===== src/rtl/usb_ep_pkg.sv =====
// Package: shared types for the OUT endpoint responder.
// Assumes: a handshake code of zero never reaches the transmitter.
package usb_ep_pkg;

    typedef enum logic [1:0] {
        HS_NONE = 2'b00,
        HS_ACK  = 2'b01,
        HS_NAK  = 2'b10
    } hs_code_e;

    typedef enum logic [1:0] {
        RX_IDLE  = 2'b00,
        RX_STORE = 2'b01,
        RX_DROP  = 2'b10
    } rx_state_e;

    localparam int STAT_W    = 3;
    localparam int STAT_FULL = 0;
    localparam int STAT_NAK  = 1;
    localparam int STAT_ISO  = 2;

endpackage


===== src/rtl/usb_ep_match.sv =====
// Module: usb_ep_match
// Compares a token's address and endpoint with the configured values and
// qualifies the result with the endpoint enable.
// Assumes: the inputs are stable for the cycle in which tok_valid is high.
module usb_ep_match #(
    parameter int ADDR_W = 7,
    parameter int EP_W   = 4
) (
    input  logic [ADDR_W-1:0] tok_addr,
    input  logic [EP_W-1:0]   tok_ep,
    input  logic [ADDR_W-1:0] cfg_addr,
    input  logic [EP_W-1:0]   cfg_ep,
    input  logic              ep_enable,
    output logic              hit
);

    // Purpose: token targets this endpoint and the endpoint is live.
    always_comb begin
        hit = (tok_addr == cfg_addr) && (tok_ep == cfg_ep) && ep_enable;
    end

endmodule


===== src/rtl/usb_ep_rx_ctrl.sv =====
// Module: usb_ep_rx_ctrl
// Follows one OUT transaction. It picks store or drop when the token arrives,
// forwards bytes to the FIFO while storing, emits completion events on the
// packet-end byte and registers the handshake request.
// Assumes: tokens arriving during a data phase are not acted on.
module usb_ep_rx_ctrl
    import usb_ep_pkg::*;
#(
    parameter int DATA_W = 8
) (
    input  logic              clk,
    input  logic              rst_n,
    input  logic              tok_valid,
    input  logic              hit,
    input  logic              buf_full,
    input  logic              ep_is_iso,
    input  logic              rx_byte_valid,
    input  logic [DATA_W-1:0] rx_byte,
    input  logic              rx_pkt_end,
    output logic              fifo_wr_en,
    output logic [DATA_W-1:0] fifo_wr_data,
    output logic              evt_store,
    output logic              evt_drop,
    output logic              iso_q,
    output logic              hs_valid,
    output logic [1:0]        hs_code
);

    rx_state_e state_q, state_d;

    // Purpose: choose the next transaction state.
    always_comb begin
        state_d = state_q;
        unique case (state_q)
            RX_IDLE: begin
                if (tok_valid && hit) begin
                    state_d = buf_full ? RX_DROP : RX_STORE;
                end
            end
            RX_STORE, RX_DROP: begin
                if (rx_pkt_end) begin
                    state_d = RX_IDLE;
                end
            end
            default: state_d = RX_IDLE;
        endcase
    end

    // Purpose: hold the state and latch the endpoint type with the token.
    always_ff @(posedge clk) begin
        if (!rst_n) begin
            state_q <= RX_IDLE;
            iso_q   <= 1'b0;
        end else begin
            state_q <= state_d;
            if (state_q == RX_IDLE && tok_valid && hit) begin
                iso_q <= ep_is_iso;
            end
        end
    end

    // Purpose: FIFO write path and completion events.
    always_comb begin
        fifo_wr_en   = (state_q == RX_STORE) && rx_byte_valid;
        fifo_wr_data = rx_byte;
        evt_store    = (state_q == RX_STORE) && rx_pkt_end;
        evt_drop     = (state_q == RX_DROP) && rx_pkt_end;
    end

    // Purpose: one-cycle handshake request after the data phase.
    always_ff @(posedge clk) begin
        if (!rst_n) begin
            hs_valid <= 1'b0;
            hs_code  <= HS_NONE;
        end else begin
            hs_valid <= (evt_store || evt_drop) && !iso_q;
            if ((evt_store || evt_drop) && !iso_q) begin
                hs_code <= evt_store ? HS_ACK : HS_NAK;
            end else begin
                hs_code <= HS_NONE;
            end
        end
    end

endmodule


===== src/rtl/usb_ep_status.sv =====
// Module: usb_ep_status
// Keeps the endpoint status flags and the interrupt-pending bit, and applies
// the processor clear strobes.
// Assumes: when a set and a clear fall in the same cycle, the set wins.
module usb_ep_status
    import usb_ep_pkg::*;
(
    input  logic              clk,
    input  logic              rst_n,
    input  logic              evt_store,
    input  logic              evt_drop,
    input  logic              iso_q,
    input  logic              cpu_irq_ack,
    input  logic              cpu_buf_emptied,
    output logic [STAT_W-1:0] status,
    output logic              irq
);

    logic full_q, nak_q, iso_flag_q;

    // Purpose: buffer-full flag, set by a stored packet, cleared by the processor.
    always_ff @(posedge clk) begin
        if (!rst_n) begin
            full_q <= 1'b0;
        end else if (evt_store) begin
            full_q <= 1'b1;
        end else if (cpu_buf_emptied) begin
            full_q <= 1'b0;
        end
    end

    // Purpose: refused-packet and isochronous flags.
    always_ff @(posedge clk) begin
        if (!rst_n) begin
            nak_q      <= 1'b0;
            iso_flag_q <= 1'b0;
        end else if (evt_store) begin
            nak_q      <= 1'b0;
            iso_flag_q <= iso_q;
        end else if (evt_drop && !iso_q) begin
            nak_q      <= 1'b1;
        end
    end

    // Purpose: interrupt-pending bit with set priority over acknowledge.
    always_ff @(posedge clk) begin
        if (!rst_n) begin
            irq <= 1'b0;
        end else if (evt_store) begin
            irq <= 1'b1;
        end else if (cpu_irq_ack) begin
            irq <= 1'b0;
        end
    end

    // Purpose: pack the flags into the status word.
    always_comb begin
        status            = '0;
        status[STAT_FULL] = full_q;
        status[STAT_NAK]  = nak_q;
        status[STAT_ISO]  = iso_flag_q;
    end

endmodule


===== src/rtl/usb_out_ep_responder.sv =====
// Module: usb_out_ep_responder
// Top level: answers OUT transactions for one configured endpoint with ACK,
// NAK or no handshake. It writes accepted data to an external FIFO and keeps
// the status flags and interrupt.
// Assumes: token decoding, CRC checks and the FIFO memory sit outside.
module usb_out_ep_responder
    import usb_ep_pkg::*;
#(
    parameter int ADDR_W = 7,
    parameter int EP_W   = 4,
    parameter int DATA_W = 8
) (
    input  logic              clk,
    input  logic              rst_n,
    input  logic [ADDR_W-1:0] cfg_dev_addr,
    input  logic [EP_W-1:0]   cfg_ep_num,
    input  logic              ep_enable,
    input  logic              ep_is_iso,
    input  logic              tok_valid,
    input  logic [ADDR_W-1:0] tok_addr,
    input  logic [EP_W-1:0]   tok_ep,
    input  logic              rx_byte_valid,
    input  logic [DATA_W-1:0] rx_byte,
    input  logic              rx_pkt_end,
    input  logic              cpu_irq_ack,
    input  logic              cpu_buf_emptied,
    output logic              fifo_wr_en,
    output logic [DATA_W-1:0] fifo_wr_data,
    output logic              hs_valid,
    output logic [1:0]        hs_code,
    output logic [STAT_W-1:0] ep_status,
    output logic              irq
);

    logic hit;
    logic evt_store;
    logic evt_drop;
    logic iso_q;

    usb_ep_match #(
        .ADDR_W (ADDR_W),
        .EP_W   (EP_W)
    ) u_match (
        .tok_addr  (tok_addr),
        .tok_ep    (tok_ep),
        .cfg_addr  (cfg_dev_addr),
        .cfg_ep    (cfg_ep_num),
        .ep_enable (ep_enable),
        .hit       (hit)
    );

    usb_ep_rx_ctrl #(
        .DATA_W (DATA_W)
    ) u_ctrl (
        .clk           (clk),
        .rst_n         (rst_n),
        .tok_valid     (tok_valid),
        .hit           (hit),
        .buf_full      (ep_status[STAT_FULL]),
        .ep_is_iso     (ep_is_iso),
        .rx_byte_valid (rx_byte_valid),
        .rx_byte       (rx_byte),
        .rx_pkt_end    (rx_pkt_end),
        .fifo_wr_en    (fifo_wr_en),
        .fifo_wr_data  (fifo_wr_data),
        .evt_store     (evt_store),
        .evt_drop      (evt_drop),
        .iso_q         (iso_q),
        .hs_valid      (hs_valid),
        .hs_code       (hs_code)
    );

    usb_ep_status u_status (
        .clk             (clk),
        .rst_n           (rst_n),
        .evt_store       (evt_store),
        .evt_drop        (evt_drop),
        .iso_q           (iso_q),
        .cpu_irq_ack     (cpu_irq_ack),
        .cpu_buf_emptied (cpu_buf_emptied),
        .status          (ep_status),
        .irq             (irq)
    );

endmodule


===== config.mk =====
export PLATFORM = sky130hd
export DESIGN_NAME = usb_out_ep_responder
export DESIGN_NICKNAME = d
export VERILOG_FILES = /design/src/rtl/usb_ep_pkg.sv /design/src/rtl/usb_ep_match.sv /design/src/rtl/usb_ep_rx_ctrl.sv /design/src/rtl/usb_ep_status.sv /design/src/rtl/usb_out_ep_responder.sv
export SDC_FILE = /design/constraint.sdc
export NUM_CORES = 1
export LEC_CHECK = 0
export BUFFER_PORTS_ARGS = -buffer_cell sky130_fd_sc_hd__buf_2
export CORE_MARGIN = 2
export CORE_UTILIZATION = 37
export DETAILED_ROUTE_END_ITERATION = 10
export PLACE_DENSITY = 0.82
export SLEW_MARGIN = 20
export SYNTH_ARGS = -nofsm -noshare
export SYNTH_HDL_FRONTEND = slang
export SYNTH_SLANG_ARGS = --single-unit

===== constraint.sdc =====
create_clock -name clk -period 1.9 [get_ports clk]
set_clock_uncertainty 0.2 [all_clocks]
set_input_delay 0 -clock clk [delete_from_list [all_inputs] [get_ports clk]]
set_output_delay 0 -clock clk [all_outputs]
set_load 0.01 [all_outputs]

# Word level (Yosys, flattened, before mapping)
# Cells that the tools add are included.
op_classes:
  n_eq_ne: 6
  n_mux: 9
  bitwise: 1
  n_reduce_logical: 19
ops:
  columns: ["op", "count"]
  rows:
  - ["$logic_and 1x1->1", 10]
  - ["$mux 2", 4]
  - ["$eq 7x7->1", 1]
  - ["$eq 4x4->1", 1]
  - ["$mux 1", 4]
  - ["$pmux 2 s2", 1]
  - ["$reduce_and 2->1", 2]
  - ["$reduce_bool 2->1", 2]
  - ["$reduce_or 2->1", 2]
  - ["$eq 2x1->1 const B", 1]
  - ["$eq 2x2->1 const B", 1]
  - ["$logic_not 2->1", 1]
  - ["$ne 2x1->1 const B", 1]
  - ["$ne 2x2->1 const B", 1]
  - ["$logic_not 1->1", 1]
  - ["$logic_or 1x1->1", 1]
  - ["$not 1->1", 1]
word_totals:
  reg_bits: 10
  inputBits: 39
  out_inout_bits: 16
  wordCells: 43

# Longest topological paths before layout
logic_depth:
  word_depth: 6
  depth_mapped: 6

# Modules after synthesis
# Synthesis repeated with hierarchy kept, for this count alone.
unflattened:
  hier_cells: 70
  hier_area_um2: 634.4
modules_own_cells:
  columns: ["mod", "n_inst", "cells_per_inst", "area_per_inst_um2", "seq_area_each_um2"]
  rows:
  - ["usb_ep_rx_ctrl", 1, 39, 342.8, 120.1]
  - ["usb_ep_status", 1, 16, 166.4, 80.1]
  - ["usb_ep_match", 1, 15, 125.1, 0.0]

# Least setup slack after synthesis
# Ideal clock, no wire load.
synth_timing:
  path_kind: "register -> register"
  startpoint: "register u_ctrl.state_q[0]"
  endpoint: "register u_ctrl.state_q[0]"
  arrival_ps: 1026
  required_ps: 1577
  path_slack_ps: 551
  path_stages_with_launch: 7
  n_path_buf: 0
  synth_period_minus_slack_ps: 1349
  path_cell_list: "dfxtp_1 -> inv_1 -> ha_1 -> nand2b_1 -> nand4_1 -> nand2_1 -> o22ai_1"
synth_via:
  elab_chain_cells: 4
  word_cells_on_any_way: 8
synth_rtl:
  columns: ["item", "line_no", "source"]
  rows:
  - ["from (decl)", "usb_ep_rx_ctrl.sv:29", "rx_state_e state_q, state_d;"]
  - ["from (signal assigned)", "usb_ep_rx_ctrl.sv:55", "state_q <= state_d;"]
  - ["$eq 2x2->1 / $eq 2x1->1 (equally long branches)", "usb_ep_rx_ctrl.sv:34", "unique case (state_q)"]
  - ["$reduce_or 2->1", "usb_ep_rx_ctrl.sv:34", null]
  - ["$ne 2x2->1 (no line)", null, null]
  - ["$reduce_and 2->1 (no line)", null, null]
# Parallel ways exist; a longest one is shown, timed or not.
# A chain may end at the register's enable or synchronous reset.

# Worst setup path in the final report
layout_timing:
  startpoint: "register u_ctrl.state_q[0]"
  endpoint: "register u_ctrl.iso_q"
layout_via:
  elab_chain_cells: 3
layout_rtl:
  columns: ["item", "line_no", "source"]
  rows:
  - ["$logic_not 2->1", "usb_ep_rx_ctrl.sv:56", "if (state_q == RX_IDLE && tok_valid && hit) begin"]
  - ["$logic_and 1x1->1 (2 in series)", "usb_ep_rx_ctrl.sv:56", null]
  - ["to (signal assigned)", "usb_ep_rx_ctrl.sv:57", "iso_q <= ep_is_iso;"]
  - ["to (decl)", "usb_ep_rx_ctrl.sv:24", "output logic iso_q,"]
# No other way between the ends.

==> impl_metrics.ini <==
[pwr]
p_per_area_nw_per_um2 = 499
leakagePower_nw = 0.467
vdd_drop_max_v = 0.000324

[synth]
synth_common_cells = 11 x buf_4, 11 x xor2_1, 10 x dfxtp_1, 7 x nand2_1
synth_top_area_share_pct = 31.0
synth_top_cell_by_area = dfxtp_1
syn_nets = 116
synth.yosys.warnings = 0
postSynth.asyncResetShare_pct = 0
synth_cells = 74
syn_avg_cell_area_um2 = 8.72
synth_cell_types = 21
synth.yosys.seq_area_share_pct = 31.0
ys.flop_type = dfxtp_1
synth_area_leaders = dfxtp_1 31%, xor2_1 15%, buf_4 13%
syn_area_um2 = 646
synth_edf_count = 0
ys_ff_latch = 10

[die]
die-area_um2 = 2090
core_area_um2 = 1690
start_util_pct = 38.2
die_x_um = 45.8
ioPinCount = 55
fp.dieH_um = 45.8
std_cell_rows = 15

[clock_network]
cts_tree = done
path_clk_slew_ns = 0.07
cts_inserted_buffers = 3
cts-root-buf = clkbuf_4
cts_setup_buffers = 0
clock_path_buffers = 2
clock_sinks = 10
clk_latency_ns = 0.26
cts_max_level = 1

[sta]
worstMarginPinSlew_ns = 0.296
hold_violations = 0
fmax_ghz = 0.547
timing.final.crit_share_pct = 96.2
whs_ns = 0.00848
drv_slew = 0
setup_violations = 0
relSlewSlack_pct = 80.1
fin_crit_ns = 1.83
rsz0062_at_grt = yes

[setup_path]
critical_path.max_fanout = 3
critical_path_required_ns = 1.86
crit_type = flop to flop
cp-end-kind = flop
crit_arrival_ns = 1.79
cp-start-kind = flop

[global_route]
grt_pass1_wl_um = 2170
grt_use_total_pct = 14.5
grt_max_degree = 11
grt_pass1_vias = 588
antenna_found_initial = 0
overflow = 0

[place]
dpl.hpwl_um = 1040
place.gp.congestion = 0.732
dp_cells = 117
io_buffers = 38

[outcome]
status = finished, final reports clean

[route]
via_count = 628
viasPerCell = 4.55
drcViolationCount = 0
first_pass_iters = 4
routed_wl_um = 1380
drt-initial-drc-count = 8
antenna_left = 0
avgRoutedWirePerCell_um = 10.0

[cells_and_area]
drive_gt1_share_pct = 40.5
finalNonFillerCells = 138
syn_to_final_growth_pct = 52.5
final_nets = 164
n_antenna_cell = 0

[min_path]
hold_path.class = primary input to flop

[job]
cap_viol_max_count = 0
[flip-flops by register name, summed over array words and instances (netlist names)]
signal,flops
u_ctrl.hs_code,2
u_ctrl.hs_valid,1
u_ctrl.iso_q,1
u_ctrl.state_q,2
u_status.full_q,1
u_status.irq,1
u_status.iso_flag_q,1
u_status.nak_q,1
[cell type report]
cell class,count,area (um^2)
repair buffers,55,360
multi-input cells,48,349
fillers,147,704
well taps,17,21.3
flip-flops and latches,10,203
clock buffers,4,36.3
inverters,4,15.0
[cells by family after synthesis]
logic type	count (synthesis)	synth area share (%)
buffers and inverters	16	15.7
xor gates and xnor gates	11	14.9
and+or+nand+nor	27	24.6
AOI/OAI and AO/OA	6	6.40
DFF	10	31.0
muxes	1	1.55
adders and majority gates	3	5.81
[worst max-delay path, cell delays in order, from the launching register on]
cell and delay, ns:
dfxtp_2 0.33, inv_1 0.07, ha_2 0.18, nand4_1 0.15
mux2i_1 0.19, nor2b_1 0.06, dlygate4sd3_1 0.54
[power breakdown]
part	switching, W	leakage, nW	internal (W)
Clock	0.0000724	0.0210	0.000116
Combinational	0.0000377	0.364	0.0000560
Sequential	0.0000000126	0.0815	0.000209
Total	0.000110	0.467	0.000382
[stage by stage]
stage / instance area (um^2) / total power [W] / setup TNS [ns] / util, % / setup WS, ns
floorplan: 646 / 0.000261 / 0 / - / 0.551
global placement: 771 / 0.000278 / 0 / 45.6 / 0.521
detailed placement: 771 / 0.000280 / 0 / 45.6 / 0.469
CTS: 977 / 0.000498 / 0 / 57.9 / 0.0212
global route: 985 / 0.000518 / -0.0133 / 58.3 / -0.0133
finish: 985 / 0.000492 / 0 / 58.3 / 0.0727
[path summary, 6_finish.rpt]
path                       start             endpoint  slack [ns]  cells past startpoint
max            u_ctrl.state_q[0]         u_ctrl.iso_q        0.07                      6
min                    tok_valid    u_ctrl.state_q[0]       0.008                      5
max reg2reg    u_ctrl.state_q[0]         u_ctrl.iso_q        0.07                      6
min reg2reg  u_status.iso_flag_q  u_status.iso_flag_q        0.25                      2
[repair_timing]
action	CTS	global route
hold endpoints to repair	18	0
gates resized for setup	0	4
hold buffers	17	0
endpoints found under the setup margin	0	3
[cell usage in the layout, fill, tap and decap left out]
master / count
inv_1: 4
dfxtp_2: 2
buf_2: 38
a31oi_1: 1
a21boi_0: 2
o22ai_1: 2
nand3_1: 3
nand3b_1: 1
nor2_1: 4
mux2i_1: 1
a21boi_1: 1
clkbuf_8: 1
nand2b_1: 4
nor2b_1: 1
xor2_1: 11
ha_1: 1
and2_1: 1
ha_2: 2
dfxtp_1: 8
dlygate4sd3_1: 17
nand4_1: 2
nor4_2: 3
nand2_1: 7
nor3b_1: 1
clkbuf_4: 3
[per-layer routing]
layer | share of wire (%) | GRT usage [%] | vias to the layer above
met5 | 0 | 0 | -
met4 | 0 | 2.86 | 0
met3 | 6.6 | 7.54 | 0
met2 | 54 | 27.3 | 26
met1 | 39 | 14.0 | 275
li1 | - | - | 327
No activity file was read; power rests on OpenSTA's default activity.
